$ cat src/rtl/pci_cmd_pkg.sv
package pci_cmd_pkg;
  localparam int unsigned IO_B   = 0;
  localparam int unsigned MEM_B  = 1;
  localparam int unsigned MST_B  = 2;
  localparam int unsigned MWI_B  = 4;
  localparam int unsigned PER_B  = 6;
  localparam int unsigned SERR_B = 8;
  localparam int unsigned FBB_B  = 9;
  localparam int unsigned DPE_B  = 15;

  function automatic logic [15:0] rw_mask();
    logic [15:0] m;
    m = '0;
    m[IO_B] = 1'b1; m[MEM_B] = 1'b1; m[MST_B] = 1'b1; m[MWI_B] = 1'b1;
    m[PER_B] = 1'b1; m[SERR_B] = 1'b1; m[FBB_B] = 1'b1;
    return m;
  endfunction
endpackage

$ cat src/rtl/cmd_store.sv
module cmd_store #(
  parameter int unsigned W = 16,
  parameter logic [W-1:0] MASK = '0,
  localparam int unsigned BE_W = W / 8
) (
  input  logic            clk_i,
  input  logic            rst_ni,
  input  logic            we_i,
  input  logic [BE_W-1:0] be_i,
  input  logic [W-1:0]    wdata_i,
  output logic [W-1:0]    q_o
);
  for (genvar b = 0; b < BE_W; b++) begin : g_byte
    always_ff @(posedge clk_i or negedge rst_ni) begin
      if (!rst_ni) q_o[b*8 +: 8] <= '0;
      else if (we_i && be_i[b]) q_o[b*8 +: 8] <= wdata_i[b*8 +: 8] & MASK[b*8 +: 8];
    end

    assert_byte_keep_R2: assert property (@(posedge clk_i) disable iff (!rst_ni)
      !(we_i && be_i[b]) |=> $stable(q_o[b*8 +: 8]));
  end

  assert_fixed_zero_R3: assert property (@(posedge clk_i) disable iff (!rst_ni)
    (q_o & ~MASK) == '0);
endmodule

$ cat src/rtl/perr_qual.sv
module perr_qual (
  input  logic clk_i,
  input  logic rst_ni,
  input  logic per_i,
  input  logic serre_i,
  input  logic addr_perr_i,
  input  logic data_perr_i,
  input  logic clr_i,
  output logic perr_o,
  output logic serr_o,
  output logic dpe_o
);
  logic hit;
  assign hit = addr_perr_i | data_perr_i;

  always_ff @(posedge clk_i or negedge rst_ni) begin
    if (!rst_ni) begin
      perr_o <= 1'b0;
      serr_o <= 1'b0;
      dpe_o  <= 1'b0;
    end else begin
      perr_o <= data_perr_i & per_i;
      serr_o <= addr_perr_i & per_i & serre_i;
      if (hit)        dpe_o <= 1'b1;  // detection beats clear
      else if (clr_i) dpe_o <= 1'b0;
    end
  end

  assert_perr_gate_R5: assert property (@(posedge clk_i) disable iff (!rst_ni)
    perr_o |-> $past(data_perr_i) && $past(per_i));
  assert_perr_off_R5: assert property (@(posedge clk_i) disable iff (!rst_ni)
    (data_perr_i && !per_i) |=> !perr_o);
  assert_serr_gate_R6: assert property (@(posedge clk_i) disable iff (!rst_ni)
    serr_o |-> $past(addr_perr_i) && $past(per_i) && $past(serre_i));
  assert_dpe_set_R7: assert property (@(posedge clk_i) disable iff (!rst_ni)
    hit |=> dpe_o);
  assert_dpe_clr_R8: assert property (@(posedge clk_i) disable iff (!rst_ni)
    $fell(dpe_o) |-> $past(clr_i) && !$past(hit));
endmodule

$ cat src/rtl/pci_cmd_ctrl.sv
module pci_cmd_ctrl
  import pci_cmd_pkg::*;
#(
  parameter int unsigned REG_W = 16,
  localparam int unsigned BE_W = REG_W / 8
) (
  input  logic             clk_i,
  input  logic             rst_ni,
  input  logic             cfg_we_i,
  input  logic             cfg_addr_i,
  input  logic [BE_W-1:0]  cfg_be_i,
  input  logic [REG_W-1:0] cfg_wdata_i,
  output logic [REG_W-1:0] cmd_rdata_o,
  output logic [REG_W-1:0] sts_rdata_o,
  input  logic             mem_req_i,
  input  logic             io_req_i,
  input  logic             cfg_req_i,
  input  logic             mst_req_i,
  output logic             mem_claim_o,
  output logic             io_claim_o,
  output logic             cfg_claim_o,
  output logic             mst_grant_o,
  output logic             fbb_en_o,
  output logic             mwi_en_o,
  input  logic             addr_perr_i,
  input  logic             data_perr_i,
  output logic             perr_o,
  output logic             serr_o
);
  localparam logic [REG_W-1:0] MASK = REG_W'(rw_mask());

  logic [REG_W-1:0] cmd_q;
  logic             dpe_q;
  logic             sts_clr;

  cmd_store #(.W(REG_W), .MASK(MASK)) u_store (
    .clk_i   (clk_i),
    .rst_ni  (rst_ni),
    .we_i    (cfg_we_i && !cfg_addr_i),
    .be_i    (cfg_be_i),
    .wdata_i (cfg_wdata_i),
    .q_o     (cmd_q)
  );

  assign sts_clr = cfg_we_i && cfg_addr_i && cfg_be_i[DPE_B/8] && cfg_wdata_i[DPE_B];

  perr_qual u_qual (
    .clk_i       (clk_i),
    .rst_ni      (rst_ni),
    .per_i       (cmd_q[PER_B]),
    .serre_i     (cmd_q[SERR_B]),
    .addr_perr_i (addr_perr_i),
    .data_perr_i (data_perr_i),
    .clr_i       (sts_clr),
    .perr_o      (perr_o),
    .serr_o      (serr_o),
    .dpe_o       (dpe_q)
  );

  always_comb begin
    sts_rdata_o        = '0;
    sts_rdata_o[DPE_B] = dpe_q;
  end

  assign cmd_rdata_o = cmd_q;
  assign mem_claim_o = mem_req_i & cmd_q[MEM_B];
  assign io_claim_o  = io_req_i  & cmd_q[IO_B];
  assign mst_grant_o = mst_req_i & cmd_q[MST_B];
  assign cfg_claim_o = cfg_req_i;  // config space never gated
  assign fbb_en_o    = cmd_q[FBB_B];
  assign mwi_en_o    = cmd_q[MWI_B];

  assert_idle_R4: assert property (@(posedge clk_i) disable iff (!rst_ni)
    (cmd_q == '0) |-> !mem_claim_o && !io_claim_o && !mst_grant_o);
endmodule

$ cat config.mk
export PLATFORM = sky130hd
export DESIGN_NAME = pci_cmd_ctrl
export DESIGN_NICKNAME = d
export VERILOG_FILES = /design/src/rtl/pci_cmd_pkg.sv /design/src/rtl/cmd_store.sv /design/src/rtl/perr_qual.sv /design/src/rtl/pci_cmd_ctrl.sv
export SDC_FILE = /design/constraint.sdc
export NUM_CORES = 1
export LEC_CHECK = 0
export BUFFER_PORTS_ARGS = -buffer_cell sky130_fd_sc_hd__clkbuf_2
export CAP_MARGIN = 10
export CORE_ASPECT_RATIO = 1.25
export CORE_MARGIN = 2
export CORE_UTILIZATION = 36
export DETAILED_ROUTE_END_ITERATION = 10
export PLACE_DENSITY = 0.83
export SKIP_CTS_REPAIR_TIMING = 1
export SLEW_MARGIN = 30
export SYNTH_ARGS = -nofsm -noshare
export SYNTH_HDL_FRONTEND = slang
export SYNTH_SLANG_ARGS = --single-unit
$ cat constraint.sdc
create_clock -name clk_i -period 2.3 [get_ports clk_i]
set_clock_uncertainty 0.05 [all_clocks]
set_input_delay 0.46 -clock clk_i [delete_from_list [all_inputs] [get_ports clk_i]]
set_output_delay 0.46 -clock clk_i [all_outputs]
set_load 0.03 [all_outputs]
==> results.json, run 1 <==
{
  "ys.warnings.count": 0,
  "min_period_ns": 1.47,
  "multi_input_area_sq_um": 243,
  "ff_latch_area_sq_um": 250,
  "yosys-top-cells-area": "dfrtp_1 (40%), buf_4 (36%), mux2_2 (12%)",
  "synth_top_area_cell": "dfrtp_1",
  "hp-class": "in -> async",
  "start_util_pct": 39.5,
  "drc": 0,
  "startpoint_type": "flop",
  "cp.required_ns": 1.79,
  "max-vdd-ir-drop_mv": 0.369,
  "cp_num_cells": 2,
  "drt_iter0_drc": 2,
  "ant_nets": 0,
  "io_pins": 68,
  "fillers": 159,
  "placedCellCount": 101,
  "dieArea_sq_mm": 0.00211,
  "max_clock_freq_mhz": 680,
  "path_class": "reg -> out",
  "numPortBuffers": 33,
  "crit_slowest_cell": "dfrtp_1",
  "ys_seq_area_share_pct": 39.6,
  "antennaDiodeCount": 0,
  "worstSkewPairLatency_ns": 0.26,
  "final.setup.worst_slack_ns": 0.830,
  "wl_per_cell_um": 9.21,
  "worstPathArrival_ns": 0.96,
  "synth.distinct_cells": 10,
  "htreeDepth": 1,
  "place_ws_ns": 0.939,
  "timing.final.crit_share_pct": 63.9,
  "grt_max_degree": 11,
  "setup_tns_ns": 0,
  "routed_wl_um": 967,
  "drv_cap": 0,
  "rr_worst_depth": 1,
  "crit_path_end_kind": "output port",
  "synth-seq-cells": 10,
  "area_delta_synth_final_pct": 13.5,
  "outcome": "complete, no violations",
  "drt-pass1-iter-count": 2,
  "layout-drive-gt1-share_pct": 51.7,
  "rows": 16,
  "die_w_um": 41.5,
  "grt-ovfl-total": 0,
  "grt_first_pass_wirelength_mm": 1.27,
  "grt_util_all_layers_pct": 8.36,
  "postLayoutCoreUtil_pct": 44.8,
  "dp_hpwl_um": 850,
  "netlist_instances": 57,
  "reg2reg_to": "u_store.q_o[4]",
  "avgViaCountPerCell": 3.90,
  "gp_congestion": 0.631,
  "rrSetupSlack_ns": 1.48,
  "hold_viol_final": 0,
  "p_leak_uw": 0.000420,
  "cts.clk_slew.worst_paths_ns": 0.07,
  "finalSetupViolCount": 0,
  "tritoncts": "built",
  "fp.dieH_um": 50.8,
  "clockRootBuffer": "clkbuf_4",
  "cp_top_family": "flip-flops",
  "rr_startpoint": "u_store.q_o[4]",
  "cp_slowest_stage_delay_ns": 0.39,
  "fin_nets": 116,
  "drv_slew": 0,
  "path_buf_inv": 1,
  "syn_area_sq_um": 632,
  "synth_area_per_cell_sq_um": 11.1,
  "clock_path_buffers": 2,
  "rsz0062_at_grt": "no",
  "power_density_mw_per_mm2": 843,
  "cp_max_fo": 3,
  "final-instance-count-excl-fill": 105,
  "antenna_found_initial": 0,
  "netlist.area_leader.share_pct": 39.6,
  "design.core.area_sq_mm": 0.00160,
  "cts.sinks": 10,
  "num_vias": 410,
  "numCtsBuffers": 3,
  "cp_cell_sequence": "and2_1, clkbuf_2",
  "grt_pass1_vias": 308
}
placed cells by master, fill, tap and decap left out:
cell type  count
dfrtp_1       10
mux2_2         7
clkbuf_8       1
nand3b_4       1
a211o_1        1
and3_1         1
and2_1         4
conb_1        24
clkbuf_2      33
clkbuf_4       3
nand4_1        1
nand3b_1       1
final cells by class:
type                       instances  share of cell area (%)
timing repair buffer              33                    23.0
clock buffer                       4                    5.06
multi-input combinational         40                    33.9
sequential                        10                    34.9
tap                               18                    3.14
worst max path at each step:
stage,startpoint,to
2_1_floorplan,u_store.q_o[0],io_claim_o
3_3_place_gp,mem_req_i,mem_claim_o
3_5_place_dp,mem_req_i,mem_claim_o
4_1_cts,u_store.q_o[1],mem_claim_o
5_1_grt,u_store.q_o[2],mst_grant_o
6_report,u_store.q_o[1],mem_claim_o
cells by family (layout without fill, tap and decap cells):
kind of cell / Yosys count / count (layout) / share of synthesized area (%)
buf+inv: 30 / 37 / 35.6
flops: 10 / 10 / 39.6
simple gates: 8 / 8 / 10.3
mux: 7 / 7 / 12.5
other cells: 1 / 24 / 0.593
compound gates: 1 / 1 / 1.39
registers in the layout, indices dropped and copies added, names as in the netlist:
name           flops
u_qual.serr_o      1
u_qual.dpe_o       1
u_qual.perr_o      1
u_store.q_o        7
metrics by stage:
step / hold WS [ns] / cell area (sq um) / total power, uW
floorplan: 0.114 / 718 / 443
global placement: 0.282 / 681 / 451
detailed placement: 0.291 / 681 / 455
CTS: 0.00183 / 717 / 615
global route: 0.00861 / 717 / 634
finish: 0.00133 / 717 / 605
power breakdown:
part	total, uW	internal, uW	switching [uW]
clock network	155	96.0	59.0
registers	220	203	17.0
logic	229	61.9	167
total	605	361	243
synthesized netlist by cell type:
| cell | n |
|---|---|
| and2_1 | 4 |
| nand3b_4 | 1 |
| buf_4 | 30 |
| mux2_2 | 7 |
| conb_1 | 1 |
| dfrtp_1 | 10 |
| a211o_1 | 1 |
| nand4_1 | 1 |
| and3_1 | 1 |
| nand3b_1 | 1 |
metal layers:
metal	track usage, %	up-vias	part of all wire, %	wire (um)
met1	7.96	175	33	320
met3	3.18	0	17	169
li1	-	193	-	-
met4	6.45	0	0	0
met5	0	-	0	0
met2	14.3	42	49	477
(Power assumes the default switching activity.)
==> run 2, diff against run 1 <==
--- a/config.mk
+++ b/config.mk
@@ -9,9 +9,9 @@
 export CAP_MARGIN = 10
 export CORE_ASPECT_RATIO = 1.25
 export CORE_MARGIN = 2
-export CORE_UTILIZATION = 36
+export CORE_UTILIZATION = 30
 export DETAILED_ROUTE_END_ITERATION = 10
-export PLACE_DENSITY = 0.83
+export PLACE_DENSITY = 0.74
 export SKIP_CTS_REPAIR_TIMING = 1
 export SLEW_MARGIN = 30
 export SYNTH_ARGS = -nofsm -noshare
==> constraint.sdc (replaced) <==
create_clock -name clk_i -period 1.3 [get_ports clk_i]
set_clock_uncertainty 0.05 [all_clocks]
set_input_delay 0.26 -clock clk_i [delete_from_list [all_inputs] [get_ports clk_i]]
set_output_delay 0.26 -clock clk_i [all_outputs]
set_load 0.03 [all_outputs]
==> run 2 against run 1 <==
Against the previous run: final area increased by 1.2%; via count unchanged; global-route usage decreased by 0.49 points; sequential share of layout area decreased by 0.42 points; critical endpoint is now mst_grant_o; largest power group unchanged.
==> results.json, run 2 (synthesized netlist as in run 1, its figures left out) <==
{
  "max_clock_freq_mhz": 788,
  "gp_congestion": 0.647,
  "startpoint_type": "flop",
  "largest-register": "u_store.q_o",
  "tritoncts": "built",
  "met1_length_um": 315,
  "wl_met3_um": 160,
  "ff_latch_area_sq_um": 250,
  "dp_hpwl_um": 909,
  "dieArea_sq_mm": 0.00249,
  "fillers": 199,
  "hp-class": "in -> reg",
  "clock_path_buffers": 2,
  "drt-pass1-iter-count": 2,
  "drc": 0,
  "rr_startpoint": "u_store.q_o[0]",
  "max-vdd-ir-drop_mv": 0.611,
  "ant_nets": 0,
  "area_delta_synth_final_pct": 14.9,
  "outcome": "complete, no violations",
  "final_cell_mix": "clkbuf_2 (32), conb_1 (24), dfrtp_1 (10), mux2_2 (7)",
  "avgViaCountPerCell": 3.80,
  "hold_viol_final": 0,
  "grt_first_pass_wirelength_mm": 1.42,
  "crit_path_end_kind": "output port",
  "met2_length_um": 567,
  "num_vias": 410,
  "stdcell_area_sq_um": 726,
  "crit_slowest_cell": "dfrtp_1",
  "finalSetupViolCount": 0,
  "cts.clk_slew.worst_paths_ns": 0.06,
  "htreeDepth": 1,
  "clockRootBuffer": "clkbuf_4",
  "routed_wl_mm": 1.04,
  "dpl_cell_area_sq_um": 683,
  "min_to": "u_qual.dpe_o",
  "die_w_um": 45.1,
  "fp.dieH_um": 55.3,
  "grt-ovfl-total": 0,
  "multi_input_area_sq_um": 243,
  "p_leak_uw": 0.000423,
  "reg2reg_to": "u_store.q_o[0]",
  "layout-drive-gt1-share_pct": 51.1,
  "layout.cells.most_common": "clkbuf_2",
  "start_util_pct": 31.9,
  "rows": 18,
  "largest_reg_flops": 7,
  "grt_util_all_layers_pct": 7.87,
  "rr_worst_depth": 2,
  "fin_nets": 118,
  "top_layer": "met3",
  "min_period_ns": 1.27,
  "grt_max_degree": 11,
  "min-delay-start": "addr_perr_i",
  "drt_iter0_drc": 3,
  "wl_per_cell_um": 9.66,
  "grt_pass1_vias": 347,
  "worstSkewPairLatency_ns": 0.25,
  "postLayoutCoreUtil_pct": 36.6,
  "numCtsBuffers": 3,
  "power_density_mw_per_mm2": 1390,
  "cp.required_ns": 0.99,
  "rrSetupSlack_ns": 0.37,
  "cp_cell_sequence": "and2_1, clkbuf_2",
  "cts.sinks": 10,
  "whs_path_depth": 2,
  "cp_slowest_stage_delay_ns": 0.39,
  "io_pins": 68,
  "worstPathArrival_ns": 0.96,
  "design.core.area_sq_mm": 0.00198,
  "antenna_found_initial": 0,
  "antennaDiodeCount": 0,
  "drv_cap": 0,
  "path_class": "reg -> out",
  "drv_slew": 0,
  "timing.final.crit_share_pct": 97.6,
  "cp_max_fo": 3,
  "numPortBuffers": 33
}
-- run 2: how the worst max path moves through the flow --
stage | startpoint | endpoint | slack, ns | cells past startpoint
2_1_floorplan | u_store.q_o[0] | io_claim_o | 0.15 | 1
3_3_place_gp | cfg_addr_i | u_store.q_o[0] | 0.27 | 3
3_5_place_dp | cfg_addr_i | u_store.q_o[2] | 0.25 | 3
4_1_cts | u_store.q_o[0] | io_claim_o | 0.01 | 2
5_1_grt | u_store.q_o[0] | io_claim_o | -0.003 | 2
6_report | u_store.q_o[2] | mst_grant_o | 0.03 | 2
-- run 2: stage by stage --
step / std cells / worst slack [ns] / TNS, ns / total power [uW] / hold slack (ns)
floorplan: 80 / 0.146 / 0 / 784 / -0.0856
global placement: 103 / 0.273 / 0 / 800 / 0.0789
detailed placement: 103 / 0.245 / 0 / 809 / 0.0852
CTS: 106 / 0.0149 / 0 / 1010 / -0.191
global route: 108 / -0.00300 / -0.00300 / 1060 / 0.151
finish: 108 / 0.0314 / 0 / 1010 / 0.157
-- run 2: where the power goes --
part           leakage (uW)  switching [uW]  internal, uW
combinational      0.000291             299           120
clock             0.0000138            91.1           106
sequential         0.000118            31.1           360
-- run 2: per-layer routing --
metal	vias to the layer above	GRT usage, %
li1	196	-
met1	177	7.16
met2	37	14.7
met3	0	5.23
met4	0	0
met5	-	0
-- run 2: worst max-delay path, delay by kind of cell (launching register included) --
kind                   cells  cell delay (ns)
flip-flops                 1             0.39
buffers and inverters      1             0.17
AND/OR/NAND/NOR            1             0.14
-- run 2: cell type report --
class | count | area share [%]
sequential | 10 | 34.5
tap | 20 | 3.45
multi-input combinational | 40 | 33.4
clock buffer | 3 | 3.10
timing repair buffer | 35 | 25.5
==> run 3, diff against run 2 <==
--- a/config.mk
+++ b/config.mk
@@ -8,12 +8,14 @@
 export BUFFER_PORTS_ARGS = -buffer_cell sky130_fd_sc_hd__clkbuf_2
 export CAP_MARGIN = 10
 export CORE_ASPECT_RATIO = 1.25
-export CORE_MARGIN = 2
+export CORE_MARGIN = 1
 export CORE_UTILIZATION = 30
 export DETAILED_ROUTE_END_ITERATION = 10
-export PLACE_DENSITY = 0.74
+export GPL_ROUTABILITY_DRIVEN = 1
+export PLACE_DENSITY = 0.75
 export SKIP_CTS_REPAIR_TIMING = 1
 export SLEW_MARGIN = 30
 export SYNTH_ARGS = -nofsm -noshare
 export SYNTH_HDL_FRONTEND = slang
+export SYNTH_HIERARCHICAL = 1
 export SYNTH_SLANG_ARGS = --single-unit
==> run 3 against run 2 <==
Against the previous run: area after synthesis is 2.6% lower; first-iteration DRC count is 100% lower; hold slack better by 0.0035 ns; critical path depth stayed put; combinational power hardly changed; flip-flop and latch count stayed put; register-to-register slack better by 0.09 ns; largest cell class unchanged; highest routed layer is now met4.
==> results.json, run 3 <==
{
  "synth_area_per_cell_sq_um": 10.4,
  "cp_max_fo": 3,
  "drv_cap": 0,
  "worstPathArrival_ns": 0.94,
  "max-vdd-ir-drop_mv": 0.558,
  "met2_length_um": 537,
  "cp_slowest_stage_delay_ns": 0.38,
  "outcome": "complete, no violations",
  "timing.final.crit_share_pct": 96.5,
  "synth_commonest_cells": "buf_4 (28), dfrtp_1 (10), mux2_2 (7)",
  "worstSkewPairLatency_ns": 0.26,
  "antenna_found_initial": 0,
  "cts.sinks": 10,
  "netlist_instances": 59,
  "design.core.area_sq_mm": 0.00185,
  "io_pins": 68,
  "synth-seq-cells": 10,
  "antennaDiodeCount": 0,
  "yosysMostFrequentCell": "buf_4",
  "grt_max_degree": 11,
  "final_cell_mix": "clkbuf_2 (30), conb_1 (24), dfrtp_1 (10), mux2_2 (7), and2_1 (4)",
  "p_leak_uw": 0.000430,
  "stdcell_area_sq_um": 734,
  "netlist.area_leader.share_pct": 40.7,
  "hp-class": "in -> reg",
  "fp.dieH_um": 52.6,
  "grt-ovfl-total": 0,
  "clockRootBuffer": "clkbuf_4",
  "yosys-top-cells-area": "dfrtp_1 (41%), buf_4 (34%), mux2_2 (13%)",
  "drt-pass1-iter-count": 1,
  "async_flop_share_pct": 100,
  "cp.required_ns": 0.99,
  "rrSetupSlack_ns": 0.46,
  "clock_path_buffers": 2,
  "grt_util_all_layers_pct": 9.40,
  "cp_cell_sequence": "and2_1, buf_4",
  "largest_reg_flops": 7,
  "numPortBuffers": 33,
  "postLayoutCoreUtil_pct": 39.7,
  "fin_hold_ws_ns": 0.160,
  "met1_length_um": 320,
  "synth_edf_count": 0,
  "dieArea_sq_mm": 0.00224,
  "tritoncts": "built",
  "drv_slew": 0,
  "numCtsBuffers": 3,
  "htreeDepth": 1,
  "layout.cells.most_common": "clkbuf_2",
  "ys_seq_area_share_pct": 40.7,
  "ys.warnings.count": 6,
  "syn_area_sq_um": 616,
  "top_layer": "met4",
  "hold_viol_final": 0,
  "area_delta_synth_final_pct": 19.3,
  "synth.distinct_cells": 13,
  "drt_iter0_drc": 0,
  "finalSetupViolCount": 0,
  "synthFlopType": "dfrtp_1",
  "grt_pass1_vias": 379,
  "fin_nets": 120,
  "start_util_pct": 33.3,
  "cts.clk_slew.worst_paths_ns": 0.06,
  "grt_first_pass_wirelength_mm": 1.51,
  "startpoint_type": "flop",
  "synth_top_area_cell": "dfrtp_1",
  "wl_per_cell_um": 8.89,
  "routed_wl_um": 978,
  "layout-drive-gt1-share_pct": 49.5,
  "die_w_um": 42.5,
  "place_ws_ns": 0.131,
  "gp_congestion": 0.698,
  "dpl_cell_area_sq_um": 677,
  "avgViaCountPerCell": 3.84,
  "num_vias": 422,
  "ant_nets": 0,
  "drc": 0,
  "min_period_ns": 1.25,
  "largest-register": "u_store/q_o",
  "wl_met3_um": 113,
  "final.setup.worst_slack_ns": 0.0455,
  "path_class": "reg -> out",
  "crit_path_end_kind": "output port",
  "power_density_mw_per_mm2": 1470,
  "dp_hpwl_um": 839,
  "rows": 17,
  "setup_tns_ns": 0,
  "max_clock_freq_mhz": 797,
  "crit_slowest_cell": "dfrtp_1"
}
-- run 3: worst paths after layout --
kind / from / endpoint / cells past startpoint
setup / recovery: u_store/q_o[2] / mst_grant_o / 2
setup reg to reg: u_store/q_o[6] / u_store/q_o[6] / 1
max in group asynchronous: rst_ni / u_store/q_o[8] / 2
hold reg to reg: u_qual/dpe_o / u_qual/dpe_o / 2
hold / removal: addr_perr_i / u_qual/dpe_o / 3
min in group asynchronous: rst_ni / u_store/q_o[1] / 2
-- run 3: kinds of logic after synthesis --
| kind of cell | synth area share, % |
|---|---|
| buffers and inverters | 34.8 |
| flip-flops | 40.7 |
| AND/OR/NAND/NOR | 9.76 |
| multiplexers | 12.8 |
| other | 1.22 |
| AO/OA/AOI/OAI | 0.812 |
-- run 3: metal layers --
layer,track usage [%],up-vias
met5,0,-
met4,7.81,0
met3,2.41,2
met2,16.4,40
met1,9.24,179
li1,-,201
-- run 3: per-stage QoR --
step,power (uW),std cells
finish,1080,110
global route,1150,110
CTS,1090,109
detailed placement,806,105
global placement,798,105
floorplan,766,81
-- run 3: where the power goes --
part | switching [uW] | internal [uW] | total [uW] | leakage (uW)
Clock | 105 | 170 | 275 | 0.0000210
Combinational | 297 | 119 | 416 | 0.000291
Sequential | 32.2 | 360 | 392 | 0.000118
Total | 434 | 648 | 1080 | 0.000430
-- run 3: layout make-up --
type,count,area [sq um]
sequential,10,250
clock buffer,4,36.3
fill,200,1120
inverter,1,3.75
tap,19,23.8
multi-input combinational,42,234
timing repair buffer,34,186
-- run 3: worst max-delay path: cells and delay by family (launching register included) --
family | cells | cell delay [ns]
buffers and inverters | 1 | 0.16
and+or+nand+nor | 1 | 0.14
DFF | 1 | 0.38
